## config.mk

```make
export PLATFORM = sky130hd
export DESIGN_NAME = lif_neuron_unit
export DESIGN_NICKNAME = d
export VERILOG_FILES = /design/src/rtl/lif_pkg.sv /design/src/rtl/lif_decay_mult.sv /design/src/rtl/lif_sat_addsub.sv /design/src/rtl/lif_datapath.sv /design/src/rtl/lif_neuron_unit.sv
export SDC_FILE = /design/constraint.sdc
export NUM_CORES = 1
export LEC_CHECK = 0
export ABC_AREA = 1
export BUFFER_PORTS_ARGS = -buffer_cell sky130_fd_sc_hd__buf_2
export CELL_PAD_IN_SITES_DETAIL_PLACEMENT = 1
export CELL_PAD_IN_SITES_GLOBAL_PLACEMENT = 2
export CORE_UTILIZATION = 37
export CTS_CLUSTER_DIAMETER = 120
export DETAILED_ROUTE_END_ITERATION = 8
export PLACE_DENSITY_LB_ADDON = 0.2
export REMOVE_ABC_BUFFERS = 1
export SYNTH_ARGS = -nofsm -noshare
export SYNTH_HDL_FRONTEND = slang
export SYNTH_SLANG_ARGS = --single-unit
```

## constraint.sdc

```tcl
create_clock -name clk -period 1.5 [get_ports clk]
set_input_delay 0.225 -clock clk [delete_from_list [all_inputs] [get_ports clk]]
set_output_delay 0.225 -clock clk [all_outputs]
set_load 0.05 [all_outputs]
```

## src/rtl/lif_pkg.sv

```systemverilog
package lif_pkg;
    parameter int unsigned POT_W  = 32;
    parameter int unsigned DEC_W  = 14;
    parameter int unsigned FRAC_W = 14;

    typedef enum logic {
        ST_EMPTY = 1'b0,
        ST_FULL  = 1'b1
    } lif_state_e;
endpackage

```

## src/rtl/lif_decay_mult.sv

```systemverilog
module lif_decay_mult #(
    parameter int unsigned POT_W  = 32,
    parameter int unsigned DEC_W  = 14,
    parameter int unsigned FRAC_W = 14
) (
    input  logic signed [POT_W-1:0] potential,
    input  logic        [DEC_W-1:0] decay,
    output logic signed [POT_W-1:0] scaled
);
    localparam int unsigned PROD_W = POT_W + DEC_W;

    logic signed [PROD_W-1:0] pot_ext;
    logic signed [PROD_W-1:0] partial [0:DEC_W];
    logic signed [PROD_W-1:0] shifted;
    logic                     unused_frac_bits;

    assign pot_ext    = PROD_W'(potential);
    assign partial[0] = '0;

    // shift-and-add array: one adder row per decay bit
    for (genvar b = 0; b < DEC_W; b++) begin : g_row
        assign partial[b+1] = partial[b] + (decay[b] ? (pot_ext <<< b) : '0);
    end

    assign shifted          = partial[DEC_W] >>> FRAC_W;
    assign scaled           = shifted[POT_W-1:0];
    assign unused_frac_bits = ^shifted[PROD_W-1:POT_W];
endmodule

```

## src/rtl/lif_sat_addsub.sv

```systemverilog
module lif_sat_addsub #(
    parameter int unsigned W = 32
) (
    input  logic signed [W-1:0] a,
    input  logic signed [W-1:0] b,
    input  logic                subtract,
    output logic signed [W-1:0] y
);
    localparam logic signed [W-1:0] MAX_V = {1'b0, {(W-1){1'b1}}};
    localparam logic signed [W-1:0] MIN_V = {1'b1, {(W-1){1'b0}}};

    logic signed [W:0] a_ext;
    logic signed [W:0] b_ext;
    logic signed [W:0] raw;

    always_comb begin
        a_ext = {a[W-1], a};
        b_ext = {b[W-1], b};
        raw   = subtract ? (a_ext - b_ext) : (a_ext + b_ext);
        if (raw[W] != raw[W-1]) begin
            y = raw[W] ? MIN_V : MAX_V;
        end else begin
            y = raw[W-1:0];
        end
    end
endmodule

```

## src/rtl/lif_datapath.sv

```systemverilog
module lif_datapath #(
    parameter int unsigned POT_W  = 32,
    parameter int unsigned DEC_W  = 14,
    parameter int unsigned FRAC_W = 14
) (
    input  logic signed [POT_W-1:0] threshold,
    input  logic signed [POT_W-1:0] potential,
    input  logic        [DEC_W-1:0] decay,
    input  logic signed [POT_W-1:0] current,
    input  logic                    prev_spike,
    output logic signed [POT_W-1:0] next_potential,
    output logic                    next_spike
);
    logic signed [POT_W-1:0] leaked;
    logic signed [POT_W-1:0] integrated;
    logic signed [POT_W-1:0] reset_amount;

    lif_decay_mult #(
        .POT_W (POT_W),
        .DEC_W (DEC_W),
        .FRAC_W(FRAC_W)
    ) u_mult (
        .potential(potential),
        .decay    (decay),
        .scaled   (leaked)
    );

    lif_sat_addsub #(.W(POT_W)) u_integrate (
        .a       (leaked),
        .b       (current),
        .subtract(1'b0),
        .y       (integrated)
    );

    assign reset_amount = prev_spike ? threshold : '0;

    lif_sat_addsub #(.W(POT_W)) u_reset (
        .a       (integrated),
        .b       (reset_amount),
        .subtract(1'b1),
        .y       (next_potential)
    );

    assign next_spike = (next_potential > threshold);
endmodule

```

## src/rtl/lif_neuron_unit.sv

```systemverilog
module lif_neuron_unit
    import lif_pkg::*;
(
    input  logic        clk,
    input  logic        rst_n,
    input  logic [31:0] cfg_threshold,
    input  logic        in_valid,
    output logic        in_ready,
    input  logic [31:0] in_potential,
    input  logic [13:0] in_decay,
    input  logic [31:0] in_current,
    input  logic        in_prev_spike,
    output logic        out_valid,
    input  logic        out_ready,
    output logic [31:0] out_potential,
    output logic        out_spike
);
    lif_state_e state_q, state_d;
    logic signed [POT_W-1:0] next_pot;
    logic                    next_spk;
    logic                    accept;
    logic signed [POT_W-1:0] pot_q;
    logic                    spk_q;

    lif_datapath #(
        .POT_W (POT_W),
        .DEC_W (DEC_W),
        .FRAC_W(FRAC_W)
    ) u_dp (
        .threshold     (cfg_threshold),
        .potential     (in_potential),
        .decay         (in_decay),
        .current       (in_current),
        .prev_spike    (in_prev_spike),
        .next_potential(next_pot),
        .next_spike    (next_spk)
    );

    assign in_ready = (state_q == ST_EMPTY) || out_ready;
    assign accept   = in_valid && in_ready;

    always_comb begin
        state_d = state_q;
        unique case (state_q)
            ST_EMPTY: if (accept) state_d = ST_FULL;             // LOAD
            ST_FULL:  if (out_ready && !accept) state_d = ST_EMPTY; // DRAIN, else STALL/RELOAD
            default:  state_d = ST_EMPTY;
        endcase
    end

    always_ff @(posedge clk or negedge rst_n) begin
        if (!rst_n) state_q <= ST_EMPTY;
        else        state_q <= state_d;
    end

    always_ff @(posedge clk or negedge rst_n) begin
        if (!rst_n) begin
            pot_q <= '0;
            spk_q <= 1'b0;
        end else if (accept) begin
            pot_q <= next_pot;
            spk_q <= next_spk;
        end
    end

    assign out_valid     = (state_q == ST_FULL);
    assign out_potential = pot_q;
    assign out_spike     = spk_q;
endmodule

```

==> results.yml <==
run_status:
  outcome: "complete, but fails checks"
  failed_checks: "DRC, setup timing"
job:
  cap_viol_max_count: 0
route:
  detailedRoute.firstPassIterationCount: 8
  drtIter0Drc: 942
  antenna_violating_nets_post_route: 0
  post-route-drc-count: 2
  vias: 23700
  route.final.wire_length_mm: 93.7
  vias_per_cell: 4.99
  routedWlPerCell_um: 19.7
floorplan:
  io_pins: 150
  placeableCoreArea_um2: 59400
  die_y_um: 248
  start_util: 0.377
  placementRows: 89
  total_die_area_um2: 61500
  die_w_um: 248
synthesis:
  postSynthRegisterBits: 34
  synth_top_cells_by_area: "sky130_fd_sc_hd__fa_1, sky130_fd_sc_hd__nand2_1, sky130_fd_sc_hd__inv_1"
  synthDominantAreaCellType: "sky130_fd_sc_hd__fa_1"
  synth_seq_area_share: 0.0380
  synth_top_area_frac: 0.388
  postSynthCellCount: 3170
  commonest_cells_post_synth: "sky130_fd_sc_hd__nand2_1, sky130_fd_sc_hd__inv_1, sky130_fd_sc_hd__fa_1, sky130_fd_sc_hd__a21oi_1, sky130_fd_sc_hd__ha_1"
  yosys_most_used_dff: "sky130_fd_sc_hd__dfrtp_1"
  postSynth.asyncResetShare: 1.00
  cell_with_the_most_instances_after_synthesis: "sky130_fd_sc_hd__nand2_1"
  synth-edff-count: 0
  average_instance_area_after_synthesis_um2: 7.06
  synthesis.area_um2: 22400
  synth-warning-count: 0
  post_synth_num_cell_types: 44
grt:
  grt_antenna_before_repair: 1
  globalRoute.totalOverflow: 0
  gr_util_all_layers: 0.299
  via_count_of_the_first_global_routing_pass: 27100
  grt_pass1_wl_mm: 143
  largest_net_degree_at_the_start_of_global_routing: 35
clock_network:
  cts-root-buf: "sky130_fd_sc_hd__clkbuf_16"
  clock-sinks: 34
  clock_tree.htree_level_count: 2
  clk_latency_ns: 0.28
  cts_max_path_buffers: 2
  clock_pin_slew_worst_setup_and_hold_paths_ns: 0.05
  cts_inserted_buffers: 5
  tritoncts_clock_tree: "built"
worst_setup_path:
  worst-endpoint-required_ns: 1.72
  endpoint_kind: "flop"
  worstSetupStartpointType: "primary input"
  slowest_stage: "sky130_fd_sc_hd__fa_1"
  worst_path_maximum_fanout: 15
  cp.buffers_inverters: 13
  path_common_cell: "sky130_fd_sc_hd__nand2_1"
  r2r_setup_slack_ns: 0.21
  cp_top_family: "adder cells"
  max_stage_delay_ns: 0.54
  crit_arrival_ns: 10.56
  setup.worst_path.class: "primary input to flop"
final_layout:
  layout.area.seq_um2: 851
  area_of_combinational_cells_with_multiple_inputs_um2: 20800
  post_route_cells_drive_above_1_share: 0.352
  area_growth_pct: 47.4
  final_nets: 4683
  n_fill_cell: 7297
timing:
  period_share: 6.90
  rsz0062_at_grt: "yes"
  max-slew-margin-rel: 0.659
  final-setup-viol-count: 33
  setup_slack_after_layout_ns: -8.85
  report.final.hold_viol_count: 0
  final_worst_clock_skew_ns: 0.00321
  timing.final.max_slew_violations: 0
  timing.final.crit_period_ns: 10.35
  timing_worst_slew_pin_value_ns: 0.508
  clock.fmax_mhz: 96.6
placed_design:
  gp_congestion: 0.915
  numPortBuffers: 149
  detailedPlacementHpwl_mm: 74.1
  place_ws_ns: -9.97
min_path:
  worst_hold_path_type: "primary input to flop"
==> final cells by class <==
type                    count  share of cell area
multi-input cells        2270               0.630
repair buffers            901               0.223
inverters                 766              0.0873
clock buffers               7             0.00432
flip-flops and latches     34              0.0258
well taps                 773              0.0293
clock inverters             1            0.000152
diodes                      1           0.0000758
==> flip-flops by register name, indices dropped and copies added, names as in the netlist <==
name / count
out_potential: 32
out_spike: 1
out_valid: 1
==> through the flow <==
step	hold slack (ns)	instances	area (µm²)	TNS (ns)	utilization
final	0.169	4753	33000	-257.95	0.556
after global routing	0.185	4752	33000	-267.45	0.556
after CTS	0.172	4715	31700	-245.57	0.534
after detailed placement	0.275	4634	28700	-289.82	0.484
after global placement	0.268	4634	28700	-283.87	0.484
after floorplan	-0.0706	3070	21900	-248.27	-
==> final timing paths <==
kind                                   startpoint                 to  cells past startpoint
worst max-delay path                  in_decay[9]          out_spike                     60
worst min-delay path                     in_valid          out_valid                      3
worst max register to register          out_valid   out_potential[3]                      6
worst min register to register  out_potential[25]  out_potential[25]                      2
max in group asynchronous                   rst_n  out_potential[19]                      3
min in group asynchronous                   rst_n  out_potential[11]                      3
==> placed cells by master, fill, tap and decap left out, drive strengths merged, types with 3 or more instances in the layout <==
cell / count
nand2: 959
buf: 897
inv: 765
fa: 434
a21oi: 184
ha: 156
nor2: 149
nand3: 101
o21ai: 79
xor2: 42
xnor2: 42
dfrtp: 34
o21bai: 20
nor3: 20
a31oi: 14
nand4: 13
a21o: 11
o21a: 9
nor4: 8
clkbuf: 8
nand3b: 6
and3: 4
or2: 4
a21boi: 4
a211oi: 3
==> kinds of logic after synthesis <==
kind of cell / synth area share
AOI/OAI and AO/OA: 0.0793
xor gates and xnor gates: 0.0329
adders and majority gates: 0.475
buffers and inverters: 0.148
DFF: 0.0380
and+or+nand+nor: 0.227
==> what timing repair did <==
action | in CTS | in global routing
pin swaps | 132 | 132
setup buffers | 60 | 40
endpoints found under the hold margin | 34 | 0
gates cloned | 12 | 1
endpoints found under the setup margin | 33 | 33
gates resized for setup | 508 | 256
hold buffers | 1 | 0
==> layer usage <==
layer	part of all wire	track usage	wire, µm
met1	0.41	0.361	38300
met5	0	0	0
met2	0.52	0.562	49100
met3	0.035	0.0189	3250
met4	0.033	0.0920	3130
==> worst register-to-register path: stages (launching register included) <==
cell,delay (ns)
sky130_fd_sc_hd__dfrtp_1,0.37
sky130_fd_sc_hd__nand2_1,0.10
sky130_fd_sc_hd__nand2_1,0.09
sky130_fd_sc_hd__clkinv_1,0.08
sky130_fd_sc_hd__buf_4,0.28
sky130_fd_sc_hd__nor2_1,0.13
sky130_fd_sc_hd__a31oi_4,0.16
Power is not shown: default switching activity piles up to over one toggle a cycle in this logic, so the estimate is an artifact.
